--- config.mk ---
export PLATFORM = sky130hd
export DESIGN_NAME = fcl_tile_ctrl
export DESIGN_NICKNAME = d
export VERILOG_FILES = /design/src/rtl/fcl_pkg.sv /design/src/rtl/fcl_walk_cnt.sv /design/src/rtl/fcl_status_bits.sv /design/src/rtl/fcl_tile_ctrl.sv
export SDC_FILE = /design/constraint.sdc
export NUM_CORES = 1
export LEC_CHECK = 0
export ABC_CLOCK_PERIOD_IN_PS = 10880
export BUFFER_PORTS_ARGS = -buffer_cell sky130_fd_sc_hd__buf_2
export CAP_MARGIN = 10
export CORE_ASPECT_RATIO = 0.5
export CORE_UTILIZATION = 50
export DETAILED_ROUTE_END_ITERATION = 16
export PLACE_DENSITY = 0.79
export SYNTH_ARGS = -nofsm -noshare
export SYNTH_HDL_FRONTEND = slang
export SYNTH_HIERARCHICAL = 1
export SYNTH_SLANG_ARGS = --single-unit
export TNS_END_PERCENT = 100
--- constraint.sdc ---
create_clock -name clk -period 10.88 [get_ports clk]
set_input_delay 0.544 -clock clk [delete_from_list [all_inputs] [get_ports clk]]
set_output_delay 0.544 -clock clk [all_outputs]
set_load 0.02 [all_outputs]
--- src/rtl/fcl_pkg.sv ---
package fcl_pkg;
  typedef enum logic [2:0] {
    FC_IDLE,
    FC_FILL,
    FC_APPLY,
    FC_TWR,
    FC_SCAN,
    FC_RFILL
  } fcl_state_e;
endpackage

--- src/rtl/fcl_walk_cnt.sv ---
module fcl_walk_cnt #(
  parameter int W = 4
) (
  input  logic         clk,
  input  logic         rst_n,
  input  logic         clr,
  input  logic         en,
  output logic [W-1:0] cnt,
  output logic         last
);
  logic [W-1:0] cnt_q, cnt_d;
  logic         cnt_en;

  assign cnt_en = clr | en;

  always_comb begin
    if (clr) cnt_d = '0;
    else     cnt_d = cnt_q + 1'b1;
  end

  always_ff @(posedge clk or negedge rst_n) begin
    if (!rst_n)      cnt_q <= '0;
    else if (cnt_en) cnt_q <= cnt_d;
  end

  assign cnt  = cnt_q;
  assign last = &cnt_q;
endmodule

--- src/rtl/fcl_status_bits.sv ---
module fcl_status_bits #(
  parameter int NT = 256,
  parameter int IW = 8
) (
  input  logic          clk,
  input  logic          rst_n,
  input  logic          mark_all,
  input  logic          unmark_en,
  input  logic [IW-1:0] unmark_idx,
  input  logic [IW-1:0] look_idx,
  output logic          look_cleared
);
  logic [NT-1:0] flag_q, flag_d;
  logic          upd_en;

  assign upd_en = mark_all | unmark_en;

  for (genvar gi = 0; gi < NT; gi++) begin : g_flag
    assign flag_d[gi] = mark_all ? 1'b1 :
                        ((unmark_en && (unmark_idx == IW'(gi))) ? 1'b0 : flag_q[gi]);
  end

  always_ff @(posedge clk or negedge rst_n) begin
    if (!rst_n)      flag_q <= '0;
    else if (upd_en) flag_q <= flag_d;
  end

  assign look_cleared = flag_q[look_idx];

  a_r2_all_marked: assert property (@(posedge clk) disable iff (!rst_n)
    mark_all |=> (&flag_q));

  a_r4_unmarked: assert property (@(posedge clk) disable iff (!rst_n)
    (unmark_en && !mark_all) |=> !flag_q[$past(unmark_idx)]);
endmodule

--- src/rtl/fcl_tile_ctrl.sv ---
module fcl_tile_ctrl
  import fcl_pkg::*;
#(
  parameter int PIX_W  = 32,
  parameter int SURF_W = 64,
  parameter int SURF_H = 64,
  parameter int TILE   = 4
) (
  input  logic                       clk,
  input  logic                       rst_n,
  input  logic                       cfg_load,
  input  logic [PIX_W-1:0]           cfg_color,
  input  logic                       cmd_clear,
  input  logic                       cmd_resolve,
  output logic                       resolve_done,
  input  logic                       px_valid,
  output logic                       px_ready,
  input  logic [1:0]                 px_op,
  input  logic [$clog2(SURF_W)-1:0]  px_x,
  input  logic [$clog2(SURF_H)-1:0]  px_y,
  input  logic [PIX_W-1:0]           px_wdata,
  output logic                       rd_valid,
  output logic [PIX_W-1:0]           rd_data,
  output logic                       mem_req,
  output logic                       mem_we,
  output logic [$clog2(SURF_W)+$clog2(SURF_H)-1:0] mem_addr,
  output logic [PIX_W-1:0]           mem_wdata,
  input  logic                       mem_ack,
  input  logic [PIX_W-1:0]           mem_rdata
);
  localparam int XW  = $clog2(SURF_W);
  localparam int YW  = $clog2(SURF_H);
  localparam int SW  = $clog2(TILE);
  localparam int PW  = 2 * SW;
  localparam int TXW = XW - SW;
  localparam int TYW = YW - SW;
  localparam int TIW = TXW + TYW;
  localparam int NT  = 1 << TIW;

  fcl_state_e        st_q, st_d;
  logic              wr_q;
  logic [XW-1:0]     x_q;
  logic [YW-1:0]     y_q;
  logic [PIX_W-1:0]  d_q, cc_q, rd_data_q;
  logic              rd_valid_q, done_q;

  logic              acc_clear, res_start, acc_px, rd_cc, rd_mem, done_d;
  logic              unmark_en, pc_en, tc_en, rd_en;
  logic [TIW-1:0]    unmark_idx, look_idx, in_tile, reg_tile, walk_tile;
  logic              look_cleared;
  logic [PW-1:0]     pc;
  logic              pc_last;
  logic [TIW-1:0]    tc;
  logic              tc_last;
  logic [XW+YW-1:0]  fill_addr;

  assign in_tile   = {px_y[YW-1:SW], px_x[XW-1:SW]};
  assign reg_tile  = {y_q[YW-1:SW], x_q[XW-1:SW]};
  assign look_idx  = (st_q == FC_SCAN) ? tc : in_tile;
  assign walk_tile = (st_q == FC_RFILL) ? tc : reg_tile;
  assign fill_addr = {walk_tile[TIW-1:TXW], pc[PW-1:SW], walk_tile[TXW-1:0], pc[SW-1:0]};

  fcl_status_bits #(.NT(NT), .IW(TIW)) i_status (
    .clk          (clk),
    .rst_n        (rst_n),
    .mark_all     (acc_clear),
    .unmark_en    (unmark_en),
    .unmark_idx   (unmark_idx),
    .look_idx     (look_idx),
    .look_cleared (look_cleared)
  );

  fcl_walk_cnt #(.W(PW)) i_pix_cnt (
    .clk   (clk),
    .rst_n (rst_n),
    .clr   (1'b0),
    .en    (pc_en),
    .cnt   (pc),
    .last  (pc_last)
  );

  fcl_walk_cnt #(.W(TIW)) i_tile_cnt (
    .clk   (clk),
    .rst_n (rst_n),
    .clr   (res_start),
    .en    (tc_en),
    .cnt   (tc),
    .last  (tc_last)
  );

  assign px_ready = (st_q == FC_IDLE) && !cmd_clear && !cmd_resolve;

  always_comb begin
    st_d       = st_q;
    acc_clear  = 1'b0;
    res_start  = 1'b0;
    acc_px     = 1'b0;
    rd_cc      = 1'b0;
    rd_mem     = 1'b0;
    done_d     = 1'b0;
    unmark_en  = 1'b0;
    unmark_idx = reg_tile;
    pc_en      = 1'b0;
    tc_en      = 1'b0;
    case (st_q)
      FC_IDLE: begin
        if (cmd_clear) begin
          acc_clear = 1'b1;
        end else if (cmd_resolve) begin
          res_start = 1'b1;
          st_d      = FC_SCAN;
        end else if (px_valid) begin
          acc_px = 1'b1;
          if (px_op[1]) begin
            st_d       = FC_TWR;
            unmark_en  = 1'b1;
            unmark_idx = in_tile;
          end else if (look_cleared) begin
            if (px_op[0]) st_d  = FC_FILL;
            else          rd_cc = 1'b1;
          end else begin
            st_d = FC_APPLY;
          end
        end
      end
      FC_FILL: begin
        if (mem_ack) begin
          pc_en = 1'b1;
          if (pc_last) begin
            st_d      = FC_APPLY;
            unmark_en = 1'b1;
          end
        end
      end
      FC_APPLY: begin
        if (mem_ack) begin
          st_d   = FC_IDLE;
          rd_mem = !wr_q;
        end
      end
      FC_TWR: begin
        if (mem_ack) begin
          pc_en = 1'b1;
          if (pc_last) st_d = FC_IDLE;
        end
      end
      FC_SCAN: begin
        if (look_cleared) begin
          st_d = FC_RFILL;
        end else begin
          tc_en = 1'b1;
          if (tc_last) begin
            st_d   = FC_IDLE;
            done_d = 1'b1;
          end
        end
      end
      FC_RFILL: begin
        if (mem_ack) begin
          pc_en = 1'b1;
          if (pc_last) begin
            unmark_en  = 1'b1;
            unmark_idx = tc;
            tc_en      = 1'b1;
            if (tc_last) begin
              st_d   = FC_IDLE;
              done_d = 1'b1;
            end else begin
              st_d = FC_SCAN;
            end
          end
        end
      end
      default: st_d = FC_IDLE;
    endcase
  end

  assign rd_en = rd_cc | rd_mem;

  always_ff @(posedge clk or negedge rst_n) begin
    if (!rst_n) begin
      st_q       <= FC_IDLE;
      rd_valid_q <= 1'b0;
      done_q     <= 1'b0;
    end else begin
      st_q       <= st_d;
      rd_valid_q <= rd_en;
      done_q     <= done_d;
    end
  end

  always_ff @(posedge clk or negedge rst_n) begin
    if (!rst_n) begin
      wr_q <= 1'b0;
      x_q  <= '0;
      y_q  <= '0;
      d_q  <= '0;
    end else if (acc_px) begin
      wr_q <= px_op[0];
      x_q  <= px_x;
      y_q  <= px_y;
      d_q  <= px_wdata;
    end
  end

  always_ff @(posedge clk or negedge rst_n) begin
    if (!rst_n)        cc_q <= '0;
    else if (cfg_load) cc_q <= cfg_color;
  end

  always_ff @(posedge clk or negedge rst_n) begin
    if (!rst_n)     rd_data_q <= '0;
    else if (rd_en) rd_data_q <= rd_cc ? cc_q : mem_rdata;
  end

  always_comb begin
    mem_req   = 1'b0;
    mem_we    = 1'b1;
    mem_addr  = fill_addr;
    mem_wdata = cc_q;
    case (st_q)
      FC_FILL, FC_RFILL: mem_req = 1'b1;
      FC_TWR: begin
        mem_req   = 1'b1;
        mem_wdata = d_q;
      end
      FC_APPLY: begin
        mem_req   = 1'b1;
        mem_we    = wr_q;
        mem_addr  = {y_q, x_q};
        mem_wdata = d_q;
      end
      default: mem_req = 1'b0;
    endcase
  end

  assign rd_valid     = rd_valid_q;
  assign rd_data      = rd_data_q;
  assign resolve_done = done_q;

  a_r2_clear_quiet: assert property (@(posedge clk) disable iff (!rst_n)
    acc_clear |=> !mem_req);

  a_r3_cc_read_no_mem: assert property (@(posedge clk) disable iff (!rst_n)
    rd_cc |=> (!mem_req && rd_valid));

  a_r8_ready_low: assert property (@(posedge clk) disable iff (!rst_n)
    mem_req |-> !px_ready);

  a_r8_req_hold: assert property (@(posedge clk) disable iff (!rst_n)
    (mem_req && !mem_ack) |=> (mem_req && $stable(mem_addr) && $stable(mem_wdata) && $stable(mem_we)));

  a_r10_done_single: assert property (@(posedge clk) disable iff (!rst_n)
    resolve_done |=> !resolve_done);

  a_r10_done_idle: assert property (@(posedge clk) disable iff (!rst_n)
    resolve_done |-> (st_q == FC_IDLE && !mem_req));
endmodule

-- Word level (Yosys, flattened, before mapping)
Index checks and enable logic that the tools add are counted.
- flip-flop bits (word level): 382
- input bits: 117
- output and inout bits: 81
- add/sub/neg operators: 2
- order comparisons: 1
- eq/ne operators: 271
- multiplexer cells: 580
- bitwise logic cells: 3
- reductions and logical operators: 782
- operator list (cell ; number):
    $eq A8 B8 Y1 const B ; 128
    $mux W1 ; 546
    $eq A8 B7 Y1 const B ; 64
    $reduce_and A2 Y1 ; 256
    $reduce_bool A2 Y1 ; 256
    $logic_and A1 B1 Y1 ; 258
    $eq A8 B6 Y1 const B ; 32
    $eq A8 B5 Y1 const B ; 16
    $mux W8 ; 9
    $eq A8 B4 Y1 const B ; 8
    $mux W32 ; 2
    $mux W3 ; 16
    $eq A8 B3 Y1 const B ; 4
    $pmux W3 S6 ; 1
    $eq A8 B2 Y1 const B ; 2
    $pmux W8 S2 ; 1
    $mux W12 ; 1
    $reduce_and A11 Y1 ; 1
    $ne A2 B2 Y1 const B ; 5
    $lt A8 B9 Y1 const B ; 1
    $add A8 B1 Y8 const B ; 1
    $bmux W1 S8 ; 1
    $eq A8 B1 Y1 const B ; 1
    $logic_not A8 Y1 ; 1
    other kinds (17) ; 28

-- Logic depth before layout (Yosys ltp)
- word-level depth: 11
- mapped depth: 20

-- By module
Netlist, hierarchy kept.
- modules (own cells, without submodules) (module ; instances ; cells an instance ; area an instance (µm²) ; sequential area each (µm²)):
    fcl_status_bits ; 1 ; 1112 ; 12059.1 ; 6406.1
    fcl_tile_ctrl ; 1 ; 427 ; 5489.0 ; 2852.7
    fcl_walk_cnt (i_tile_cnt) ; 1 ; 39 ; 396.6 ; 200.2
    fcl_walk_cnt (i_pix_cnt) ; 1 ; 17 ; 198.9 ; 100.1

-- Worst setup path before layout
OpenSTA, ideal clock, no wires.
- path type: reg-to-reg
- start: register st_q[2]
- end: register rd_data_q[10], in the netlist rd_data[10]
- setup time: 0.119 ns
- arrival time: 4.533 ns
- data required time: 10.761 ns
- path slack: 6.228 ns
- cell stages (with the launch flop): 20
- cells stage by stage: dfrtp_1 -> buf_2 -> nand2b_1 -> nor2_1 -> mux2_2 -> buf_6 -> buf_12 -> or3b_1 -> buf_2 -> o22ai_1 -> nor4_1 -> a31oi_1 -> a32oi_1 -> a31oi_1 -> or3b_2 -> or4b_1 -> buf_2 -> buf_6 -> o22a_1 -> o21a_1
- word-level cells in the longest chain between the ends: 11
- ends and longest elaborated chain (element ; RTL line ; source):
    start: declaration ; fcl_tile_ctrl.sv:40 ; fcl_state_e st_q, st_d;
    start signal: assignment ; fcl_tile_ctrl.sv:186 ; st_q <= st_d;
    $eq A3 B3 Y1 (*) ; fcl_tile_ctrl.sv:59 ; assign look_idx = (st_q == FC_SCAN) ? tc : in_tile;
    $mux W8 (*) ; fcl_tile_ctrl.sv:59 ;
    named net look_idx[0] ; fcl_tile_ctrl.sv:49 ; logic [TIW-1:0] unmark_idx, look_idx, in_tile, reg_tile, walk_tile;
    $bmux W1 S8 (*) ; fcl_status_bits.sv:28 ; assign look_cleared = flag_q[look_idx];
    $mux W1 (implied by the code) (*) ; fcl_status_bits.sv:28 ;
    named net look_cleared ; fcl_tile_ctrl.sv:50 ; logic look_cleared;
    $mux W1 (*) ; fcl_tile_ctrl.sv:118 ; end else if (look_cleared) begin
    $mux W1 (*) ; fcl_tile_ctrl.sv:114 ; if (px_op[1]) begin
    $mux W1 (*) ; fcl_tile_ctrl.sv:112 ; end else if (px_valid) begin
    $mux W1 (*) ; fcl_tile_ctrl.sv:109 ; end else if (cmd_resolve) begin
    $mux W1 (*) ; fcl_tile_ctrl.sv:107 ; if (cmd_clear) begin
    $mux W1 (*) ; fcl_tile_ctrl.sv:105 ; case (st_q)
    $mux W32 or $or A1 B1 Y1 (tied branches) ; fcl_tile_ctrl.sv:213, fcl_tile_ctrl.sv:178 ;
    end signal: assignment ; fcl_tile_ctrl.sv:213 ; else if (rd_en) rd_data_q <= rd_cc ? cc_q : mem_rdata;
    end: declaration ; fcl_tile_ctrl.sv:44 ; logic [PIX_W-1:0] d_q, cc_q, rd_data_q;
The timed path passes the listed nets; every way through them passes the cells marked *. The select of a mux whose other input is x is not followed.
A chain may end at the register's enable or synchronous reset.

-- Worst setup path in the final report
- start: register st_q[1]
- end: register rd_data_q[5], in the netlist rd_data[5]
Same word-level chain as after synthesis.

==> out/metrics.yaml <==
status:
  status: "finished clean"
floorplanning:
  fp-row-count: 48
  die_width_um: 271
  boundaryPins: 198
  start_util: 0.517
  chipHeight_um: 137
  core-area_um2: 35100
  die-area_um2: 37100
synthesis:
  seq_area_frac_synth: 0.527
  synth_area_leaders: "sky130_fd_sc_hd__dfrtp_1 53%, sky130_fd_sc_hd__a21o_1 11%, sky130_fd_sc_hd__mux2_2 8.1%, sky130_fd_sc_hd__nand2_1 5.7%, sky130_fd_sc_hd__mux2i_1 4.6%"
  synth_flop_cell: "sky130_fd_sc_hd__dfrtp_1"
  postSynth.asyncResetShare: 1.00
  leading_cell_types_by_count_after_synthesis: "382 x sky130_fd_sc_hd__dfrtp_1, 274 x sky130_fd_sc_hd__nand2_1, 265 x sky130_fd_sc_hd__a21o_1, 131 x sky130_fd_sc_hd__mux2_2, 84 x sky130_fd_sc_hd__mux2i_1"
  ys_seq_elements: 382
  synth_edf_count: 0
  netlist-cell-type-count: 60
  yosysWarningCount: 6
  synth_top_cell_by_area: "sky130_fd_sc_hd__dfrtp_1"
  syn_area_per_cell_um2: 11.4
  cell_with_the_most_instances_after_synthesis: "sky130_fd_sc_hd__dfrtp_1"
  post_synth_instance_area_um2: 18100
  synth.top_cell.area_share: 0.527
  synthCells: 1595
timing:
  finalHoldViolations: 0
  rsz0062_at_grt: "false"
  timing.final.ws_setup_ps: 3940
  final_number_of_setup_violating_endpoints: 0
  finalCritPeriodShare: 0.638
  max_freq_ghz: 0.144
  maxSlewViolCount: 0
  slew_headroom: 0.196
  setup_tns_ps: 0
  timing.clock.skew_ps: 14.4
  worst_pin_slew_ps: 1200
  layout_min_cycle_time_ps: 6940
critical_path:
  path_cells: "nand2b_1 > nor2_1 > mux2_4 > buf_4 > nand3_1 > o22ai_1 > nor3_1 > a2111oi_0 > nor4_1 > a31oi_1 > or3b_2 > or4b_2 > buf_4 > nand2_1 > o21a_1"
  start_kind: "flip-flop"
  endpoint_of_the_most_critical_setup_path: "rd_data[5]"
  worst-r2r-setup-slack_ps: 3940
  cp.required_ps: 11340
  crit_path_max_incr_delay_ps: 700
  timing.reg2reg.worst_path_depth: 15
  critical-path-top-cell-by-count: "sky130_fd_sc_hd__buf_4"
  critical_path_class: "flip-flop to flip-flop"
  critical_path.startpoint: "st_q[1]"
  critPathSlowestCell: "sky130_fd_sc_hd__buf_4"
  cp_num_cells: 15
  critical_path_capture_point_type: "flip-flop"
  arrival_ps: 7400
  cpLargestDelayFamily: "simple AND/OR/NAND/NOR gates"
  critical_path_buf_inv_count: 2
  r2r-start: "st_q[1]"
  crit_path_max_fanout: 54
  r2r-end: "rd_data[5]"
global_route:
  pin_count_of_the_biggest_net_entering_global_routing: 180
  grt_antenna_before_repair: 3
  grt_util_all_layers: 0.255
  grt_remaining_overflow: 0
  first_pass_grt_wire_length_mm: 73.7
  first_global_vias: 12900
finish:
  finish.utilization: 0.591
  synthToLayoutAreaGrowth_pct: 14.3
  share_of_cells_above_drive_strength_1: 0.259
  fillerInstances: 2809
  nets: 1864
placed_design:
  port-buffer-count: 197
  post-place-ws_ps: 4040
  place.gp.congestion: 0.926
  detailedPlacementHpwl_mm: 30.2
pwr:
  static_leakage_uw: 0.00806
  report.power.total_uw: 4640
  powerDensity_nw_per_um2: 224
  power.ir.vdd_worst_mv: 0.138
clock_tree:
  cts_buffers: 36
  clkSinkCount: 382
  cts_max_level: 2
  post-cts-setup-buffer-count: 0
  clock_transition_at_path_regs_ps: 60
  cts.hold.buffers_added: 0
  cts_resized: 0
  clock_tree.buffer_depth: 3
  cts_tree: "done"
  cts-root-buf: "sky130_fd_sc_hd__clkbuf_16"
  insertion_delay_ps: 530
drt:
  drcViolationCount: 0
  vias: 13300
  post_drt_wl_per_cell_um: 20.9
  drt_first_iter_violations: 1299
  route.antenna.remaining_nets: 0
  via_per_inst: 5.91
  postRouteWirelength_mm: 47.1
  first_pass_iters: 5
worst_hold_path:
  holdCritPathClass: "primary input to asynchronous set/reset pin"
job:
  cap_viol_max_count: 0
==> worst min path at each step <==
| stage | endpoint | slack, ps | startpoint |
|---|---|---|---|
| final | i_status/flag_q[155] | 130 | rst_n |
| after detailed placement | i_status/flag_q[200] | 460 | i_status/flag_q[200] |
| after global placement | i_status/flag_q[196] | 450 | i_status/flag_q[196] |
| after CTS | i_status/flag_q[176] | 180 | rst_n |
| after floorplan | cc_q[0] | 250 | rst_n |
| after global routing | i_status/flag_q[187] | 200 | rst_n |
==> layer usage <==
| metal | vias up | track usage | wire length, um |
|---|---|---|---|
| li1 | 5940 | - | - |
| met1 | 6704 | 0.341 | 19900 |
| met2 | 540 | 0.400 | 21400 |
| met3 | 101 | 0.0705 | 4200 |
| met4 | 0 | 0.0952 | 1500 |
| met5 | - | 0 | 0 |
==> stage by stage <==
stage / instances / cell area [um^2] / hold slack, ps
floorplan: 1599 / 18200 / 248
global placement: 2180 / 19400 / 453
detailed placement: 2180 / 19400 / 459
CTS: 2243 / 20700 / 185
global route: 2247 / 20700 / 204
finish: 2248 / 20700 / 131
==> sequential cells by signal, indices dropped and copies added, names as in the netlist, 3 cells and up <==
signal / flops
x_q: 6
y_q: 6
i_status/flag_q: 256
st_q: 3
i_tile_cnt/cnt: 8
i_pix_cnt/cnt: 4
d_q: 32
cc_q: 32
rd_data: 32
==> cells by family (layout without fill, tap and decap cells) <==
kind of cell               Yosys count  count (layout)  share of synthesized area
AOI/OAI and AO/OA                  390             390                      0.157
xor gates and xnor gates             5               5                    0.00241
adders and majority gates            2               2                    0.00138
buffers and inverters              124             295                     0.0324
DFF                                382             382                      0.527
muxes                              252             252                      0.174
other                                1               8                   0.000207
and+or+nand+nor                    439             439                      0.106
==> worst register-to-register path: stages (launching register included) <==
cell and delay (ps):
sky130_fd_sc_hd__dfrtp_1 520, sky130_fd_sc_hd__nand2b_1 230, sky130_fd_sc_hd__nor2_1 610, sky130_fd_sc_hd__mux2_4 630, sky130_fd_sc_hd__buf_4 700, sky130_fd_sc_hd__nand3_1 560, sky130_fd_sc_hd__o22ai_1 310, sky130_fd_sc_hd__nor3_1 70
sky130_fd_sc_hd__a2111oi_0 390, sky130_fd_sc_hd__nor4_1 110, sky130_fd_sc_hd__a31oi_1 620, sky130_fd_sc_hd__or3b_2 540, sky130_fd_sc_hd__or4b_2 630, sky130_fd_sc_hd__buf_4 320, sky130_fd_sc_hd__nand2_1 440, sky130_fd_sc_hd__o21a_1 190
==> power breakdown <==
| group | switching (uW) | internal [uW] | leakage [uW] | total [uW] |
|---|---|---|---|---|
| logic | 977 | 571 | 0.00366 | 1550 |
| registers | 125 | 1590 | 0.00377 | 1720 |
| clock network | 544 | 828 | 0.000640 | 1370 |
==> layout make-up <==
cell class / instances / area (um^2) / area share
flip-flops and latches: 382 / 9560 / 0.461
multi-input cells: 1093 / 8030 / 0.387
repair buffers: 226 / 1230 / 0.0595
clock buffers: 50 / 1060 / 0.0513
well taps: 475 / 594 / 0.0287
clock inverters: 13 / 225 / 0.0109
inverters: 6 / 22.5 / 0.00109
diodes: 3 / 7.51 / 0.000362
==> cell usage in the layout, fill, tap and decap left out, types with 9 or more instances in the layout <==
cell type and instances:
sky130_fd_sc_hd__clkbuf_8 9, sky130_fd_sc_hd__o22a_1 11, sky130_fd_sc_hd__mux4_2 31, sky130_fd_sc_hd__dfrtp_1 382, sky130_fd_sc_hd__nor2_1 63, sky130_fd_sc_hd__buf_2 196, sky130_fd_sc_hd__a21oi_1 37, sky130_fd_sc_hd__o22ai_1 20
sky130_fd_sc_hd__mux2i_1 84, sky130_fd_sc_hd__nor3_1 17, sky130_fd_sc_hd__a21o_1 265, sky130_fd_sc_hd__nand2_1 274, sky130_fd_sc_hd__nand3_1 9, sky130_fd_sc_hd__buf_4 26, sky130_fd_sc_hd__clkbuf_16 37, sky130_fd_sc_hd__and2_1 10
sky130_fd_sc_hd__a22oi_1 10, sky130_fd_sc_hd__nor4_1 12, sky130_fd_sc_hd__mux2_2 129, sky130_fd_sc_hd__nand2b_1 12, sky130_fd_sc_hd__o21a_1 11
(Power assumes the default switching activity.)
